$ cat config.mk
export PLATFORM = sky130hd
export DESIGN_NAME = snoop_collect
export DESIGN_NICKNAME = d
export VERILOG_FILES = /design/src/rtl/snoop_pkg.sv /design/src/rtl/snoop_or_lines.sv /design/src/rtl/snoop_phase_ctrl.sv /design/src/rtl/snoop_result_reg.sv /design/src/rtl/snoop_collect.sv
export SDC_FILE = /design/constraint.sdc
export NUM_CORES = 1
export LEC_CHECK = 0
export CORE_AREA = 2 2 39 41
export DETAILED_ROUTE_END_ITERATION = 7
export DIE_AREA = 0 0 41 43
export DONT_BUFFER_PORTS = 1
export GPL_TIMING_DRIVEN = 0
export PLACE_DENSITY = 0.69
export SLEW_MARGIN = 20
export SYNTH_ARGS = -nofsm -noshare
export SYNTH_HDL_FRONTEND = slang
export SYNTH_SLANG_ARGS = --single-unit
$ cat constraint.sdc
create_clock -name clk -period 4.2 [get_ports clk]
set_clock_uncertainty 0.2 [all_clocks]
set_input_delay 1.05 -clock clk [delete_from_list [all_inputs] [get_ports clk]]
set_output_delay 1.05 -clock clk [all_outputs]
set_load 0.01 [all_outputs]
$ cat src/rtl/snoop_pkg.sv
package snoop_pkg;

  typedef enum logic [1:0] {
    FILL_EXCL       = 2'b00,
    FILL_SHARED_MEM = 2'b01,
    FILL_SHARED_OWN = 2'b11
  } fill_e;

  // Fill decision from the captured lines: a modified copy elsewhere wins.
  function automatic fill_e pick_fill(input logic shared_seen, input logic dirty_seen);
    if (dirty_seen)       return FILL_SHARED_OWN;
    else if (shared_seen) return FILL_SHARED_MEM;
    else                  return FILL_EXCL;
  endfunction

endpackage

$ cat src/rtl/snoop_or_lines.sv
module snoop_or_lines #(
  parameter int N   = 4,
  parameter int IDW = 2
) (
  input  logic [IDW-1:0] self_id,
  input  logic [N-1:0]   vec_shared,
  input  logic [N-1:0]   vec_dirty,
  input  logic [N-1:0]   vec_pending,
  output logic           or_shared,
  output logic           or_dirty,
  output logic           or_pending
);
  logic [N-1:0] others;

  for (genvar g = 0; g < N; g++) begin : g_mask
    assign others[g] = (self_id != IDW'(g));
  end

  assign or_shared  = |(vec_shared  & others);
  assign or_dirty   = |(vec_dirty   & others);
  assign or_pending = |(vec_pending & others);
endmodule

$ cat src/rtl/snoop_phase_ctrl.sv
module snoop_phase_ctrl #(
  parameter int WAIT = 4
) (
  input  logic clk,
  input  logic rst_n,
  input  logic txn_start,
  input  logic mode_wired,
  input  logic pending_line,
  output logic accept,
  output logic busy,
  output logic capture,
  output logic mode_q
);
  localparam int CNT_W = (WAIT < 2) ? 1 : $clog2(WAIT + 1);
  localparam logic [CNT_W-1:0] LAST = CNT_W'(WAIT - 1);

  logic [CNT_W-1:0] cnt;
  logic             bound_hit;

  assign accept    = txn_start && !busy;
  assign bound_hit = (cnt == LAST);
  assign capture   = busy && (mode_q ? !pending_line : bound_hit);

  always_ff @(posedge clk) begin
    if (!rst_n) begin
      busy   <= 1'b0;
      cnt    <= '0;
      mode_q <= 1'b0;
    end else if (accept) begin
      busy   <= 1'b1;
      cnt    <= '0;
      mode_q <= mode_wired;
    end else if (capture) begin
      busy   <= 1'b0;
    end else if (busy && !bound_hit) begin
      cnt    <= cnt + 1'b1;
    end
  end
endmodule

$ cat src/rtl/snoop_result_reg.sv
module snoop_result_reg
  import snoop_pkg::*;
(
  input  logic       clk,
  input  logic       rst_n,
  input  logic       capture,
  input  logic       shared_line,
  input  logic       dirty_line,
  output logic       done,
  output logic       snap_shared,
  output logic       snap_dirty,
  output logic [1:0] fill_code
);
  always_ff @(posedge clk) begin
    if (!rst_n) begin
      done        <= 1'b0;
      snap_shared <= 1'b0;
      snap_dirty  <= 1'b0;
      fill_code   <= FILL_EXCL;
    end else begin
      done <= capture;
      if (capture) begin
        snap_shared <= shared_line;
        snap_dirty  <= dirty_line;
        fill_code   <= pick_fill(shared_line, dirty_line);
      end
    end
  end
endmodule

$ cat src/rtl/snoop_collect.sv
module snoop_collect #(
  parameter int N    = 4,
  parameter int WAIT = 4,
  localparam int IDW = (N < 2) ? 1 : $clog2(N)
) (
  input  logic           clk,
  input  logic           rst_n,
  input  logic           txn_start,
  input  logic           mode_wired,
  input  logic [IDW-1:0] req_id,
  input  logic [N-1:0]   cache_shared,
  input  logic [N-1:0]   cache_dirty,
  input  logic [N-1:0]   cache_pending,
  output logic           line_shared,
  output logic           line_dirty,
  output logic           line_pending,
  output logic           snoop_done,
  output logic           snap_shared,
  output logic           snap_dirty,
  output logic [1:0]     fill_state
);
  logic           accept;
  logic           busy;
  logic           capture;
  logic           mode_q;
  logic [IDW-1:0] req_q;

  always_ff @(posedge clk) begin
    if (!rst_n)      req_q <= '0;
    else if (accept) req_q <= req_id;
  end

  snoop_or_lines #(.N(N), .IDW(IDW)) u_lines (
    .self_id    (req_q),
    .vec_shared (cache_shared),
    .vec_dirty  (cache_dirty),
    .vec_pending(cache_pending),
    .or_shared  (line_shared),
    .or_dirty   (line_dirty),
    .or_pending (line_pending)
  );

  snoop_phase_ctrl #(.WAIT(WAIT)) u_ctrl (
    .clk         (clk),
    .rst_n       (rst_n),
    .txn_start   (txn_start),
    .mode_wired  (mode_wired),
    .pending_line(line_pending),
    .accept      (accept),
    .busy        (busy),
    .capture     (capture),
    .mode_q      (mode_q)
  );

  snoop_result_reg u_res (
    .clk        (clk),
    .rst_n      (rst_n),
    .capture    (capture),
    .shared_line(line_shared),
    .dirty_line (line_dirty),
    .done       (snoop_done),
    .snap_shared(snap_shared),
    .snap_dirty (snap_dirty),
    .fill_code  (fill_state)
  );
endmodule

After elaboration in Yosys (flattened, before gate mapping)
Cells that the tools add are included.

word-level totals
  register bits after elaboration = 12
  input bits = 18
  output and inout port bits = 8
  logic and storage cells = 36

operators by class
  $add $sub $neg = 1
  equal/unequal tests = 4
  muxes and demuxes = 5
  bitwise logic cells = 5
  reductions and logical operators = 13

operators with widths
  kind                   number
  $and A4 B4 Y4          3
  $reduce_or A4 Y1       3
  $mux W1                4
  $ne A2 B2 Y1 const B   2
  $reduce_bool A2 Y1     2
  $add A3 B1 Y3 const B  1
  $eq A3 B2 Y1 const B   1
  $logic_and A1 B1 Y1    3
  $logic_not A1 Y1       3
  $mux W2                1
  $ne A2 B1 Y1 const B   1
  $not A1 Y1             2
  $reduce_and A2 Y1      1
  $reduce_or A2 Y1       1

Longest topological paths before layout
  depth in word-level cells = 8
  depth in mapped cells = 6
  gate-level depth less buffers = 6

Cells and area by module
From an unflattened synthesis, not the netlist that was laid out.

second synthesis, totals
  cell total of the unflattened synthesis = 69
  area total of the unflattened synthesis = 660.6 µm²

by module, submodules not included
  module            instances  cells an instance  area each (µm²)  seq. area each (µm²)
  snoop_phase_ctrl  1          30                 261.5            100.1
  snoop_or_lines    1          20                 185.2            0.0
  snoop_result_reg  1          13                 141.4            80.1
  snoop_collect     1          6                  72.6             40.0

Worst setup path before layout
Ideal clock, no wire load.

  path type = input -> output
  from = input cache_dirty[2]
  to = output line_dirty
  data arrival time = 1923 ps
  required time = 2950 ps
  setup slack = 1027 ps
  stages = 4
  path buffers = 0
  cell sequence = or4b_1 > o22a_1 > o21ai_0 > inv_1

between the ends
  longest elaborated chain between the ends = 2

ends and longest elaborated chain
  what                line                  text
  start: declaration  snoop_collect.sv:12   input logic [N-1:0] cache_dirty,
  $and A4 B4 Y4       snoop_or_lines.sv:20  assign or_dirty = |(vec_dirty & others);
  $reduce_or A4 Y1    snoop_or_lines.sv:20
  end: declaration    snoop_collect.sv:15   output logic line_dirty,

Every way passes these cells.

Final worst setup path
Ends and elaborated chain as after synthesis.

==> qor.yml <==
status: "finished, final reports clean"
numPlacedInstances: 91
grt_setup_unrepaired: "false"
instances_no_fill: 95
worst_slew_pin_slew_ns: 0.542
hold_buffers: 0
place.detailed.hpwl_um: 992
area_growth_syn_to_layout_pct: 6.51
timing.critical_path.arrival_ns: 1.96
avgViaCountPerCell: 5.76
share_of_the_clock_period_used_by_the_worst_path_after_layout_pct: 76.5
layout-drive-gt1-share_pct: 13.9
finalSetupViolations: 0
hp-class: "register to register"
route.detailed.drc: 0
timing.max_slew.rel_slack_pct: 63.5
die-height_um: 43
cts_buffers: 3
insertion_delay_ns: 0.27
synthDistinctLibCells: 30
vias_in_the_first_global_route: 510
wl_per_cell_um: 13.2
type_of_element_launching_the_critical_path: "primary input"
clock.fmax_ghz: 0.311
switching_share_pct: 26.2
grt_pass1_wl_mm: 2.09
p_sw_w: 0.0000588
grt_use_met3_pct: 6.81
endpoint_kind: "output port"
combinational_group_share_of_total_power_pct: 16.6
num_rows: 14
synth-seq-area-share_pct: 31.0
use_met2_pct: 25.3
setup.worst_path.class: "primary input to output port"
place.port_buffers: 0
synth_area_um2: 711
initial_utilization_pct: 51.4
worstPathMaxFanout: 3
cts_repair_resize_count: 0
maxCapViolations: 0
die_width_um: 41
maximum_level_of_the_cts_h_tree: 1
most_frequent_standard_cell_in_the_layout_excluding_fill_and_tap_cells: "dfxtp_1"
place_congestion: 0.693
wirelength_routed_mm: 1.25
report.final.slew_viol_count: 0
ctsRootBufferMaster: "clkbuf_4"
seq_power_share_pct: 51.4
power.ir.vdd_worst_v: 0.000143
floorplan.io_pins: 26
synth.ff_latch_count: 11
dpl-instance-area_um2: 731
power.density_cell_area_nw_per_um2: 296
vias: 547
numClockSinks: 11
clock_path_buffers: 2
synthesis.nets: 95
stdcell_area_um2: 757
finalHoldViolations: 0
timing.final.crit_period_ns: 3.21
maximum_number_of_pins_on_one_net_before_global_route_repair: 11
global_route.usage.total_pct: 18.3
fillCellCount: 121
cts_setup_buffers: 0
reg2reg_slack_ns: 2.33
detail-route-antenna-nets: 0
syn-mean-instance-area_um2: 9.48
insertedDiodeCount: 0
grt_most_used_layer: "met2"
postSynthCellCount: 75
clk_transition_reported_paths_ns: 0.07
most-common-layout-cells: "dfxtp_1 (11), mux2i_1 (10), nand2_1 (6)"
static-leakage-power_nw: 0.264
power_frac_clock_pct: 32.0
synth.yosys.warnings: 0
power.total_w: 0.000224
drt_pass1_iterations: 4
core-area_um2: 1380
design.die.area_um2: 1760
first_drt_iteration_drcs: 4
cts_tree: "yes"
critical_path_required_ns: 2.95
grtUsageMet1_pct: 21.6
timing.setup.tns_ns: 0
power_report.internal_total_w: 0.000165
grt-ovfl-total: 0
fin_nets: 100
initial_antenna_violation_count: 0
-- worst max-delay path: stages --
cell and delay [ns]:
or4b_1 0.49, o22a_1 0.20, o21ai_0 0.10, inv_1 0.12
-- power by group through the flow --
stage                      clock, W  combinational [W]  sequential (W)
final                     0.0000717          0.0000371        0.000115
after global routing      0.0000800          0.0000413        0.000116
after CTS                 0.0000742          0.0000377        0.000115
after detailed placement          0          0.0000375        0.000118
after global placement            0          0.0000374        0.000117
after floorplan                   0          0.0000330        0.000116
-- layout make-up --
type                            count  area, µm²  area share (%)
Inverter                            4       15.0            1.98
Multi-Input combinational cell     57        452            59.7
Sequential cell                    11        220            29.1
Clock buffer                        4       26.3            3.47
Tap cell                           16       20.0            2.64
Buffer                              3       23.8            3.14
-- stage by stage --
stage                     setup slack [ns]  hold slack [ns]  utilization, %
after floorplan                       1.03            0.235               -
after global placement               0.974            0.244            52.8
after detailed placement             0.987            0.258            52.8
after CTS                            0.976            0.270            54.7
after global routing                 0.927            0.293            54.7
final                                0.986            0.269            54.7
-- synth_stat cells --
cell type / count / area, µm²
a31oi_1: 1 / 6.26
and2_1: 1 / 6.26
buf_2: 1 / 5.00
buf_4: 1 / 7.51
buf_6: 1 / 11.3
dfxtp_1: 11 / 220
ha_1: 2 / 25.0
inv_1: 4 / 15.0
mux2_1: 1 / 11.3
mux2i_1: 10 / 100
nand2_1: 6 / 22.5
nand2b_1: 3 / 18.8
nand3b_1: 2 / 15.0
nor2_1: 4 / 15.0
nor2_2: 1 / 6.26
nor2b_1: 5 / 31.3
nor3_1: 1 / 5.00
o211ai_1: 2 / 15.0
o21ai_0: 2 / 10.0
o21ai_1: 2 / 10.0
o221a_4: 1 / 20.0
o22a_1: 2 / 17.5
o22ai_4: 1 / 20.0
o311ai_0: 1 / 8.76
o41ai_2: 1 / 16.3
or3_1: 1 / 6.26
or3b_1: 1 / 8.76
or4_1: 3 / 22.5
or4b_1: 2 / 20.0
or4b_4: 1 / 13.8
-- path summary, 6_finish.rpt --
path,start,end,cells past startpoint
setup / recovery,cache_dirty[2],line_dirty,4
hold / removal,u_ctrl.cnt[2]$_SDFFE_PP0P_,u_ctrl.cnt[2]$_SDFFE_PP0P_,2
setup reg to reg,req_q[1]$_SDFFE_PN0P_,u_res.snap_shared$_SDFFE_PN0P_,4
hold reg to reg,u_ctrl.cnt[2]$_SDFFE_PP0P_,u_ctrl.cnt[2]$_SDFFE_PP0P_,2
-- registers in the layout (all words and copies together), names as in the netlist --
name	count
req_q	2
u_ctrl.busy	1
u_ctrl.cnt	3
u_ctrl.mode_q	1
u_res.done	1
u_res.fill_code	1
u_res.snap_dirty	1
u_res.snap_shared	1
-- metal layers --
| layer | part of all wire, % | up-vias |
|---|---|---|
| met5 | 0 | - |
| met4 | 3.4 | 0 |
| met3 | 5.7 | 4 |
| met2 | 50 | 16 |
| met1 | 41 | 243 |
| li1 | - | 284 |
-- logic make-up after synthesis --
kind of cell / synth area share [%]
AND/OR/NAND/NOR: 26.9
buffers and inverters: 5.46
AO/OA/AOI/OAI: 17.4
adder cells (fa/ha/maj): 3.52
multiplexers: 15.7
flip-flops: 31.0
Power figures use the tool's default switching activity.
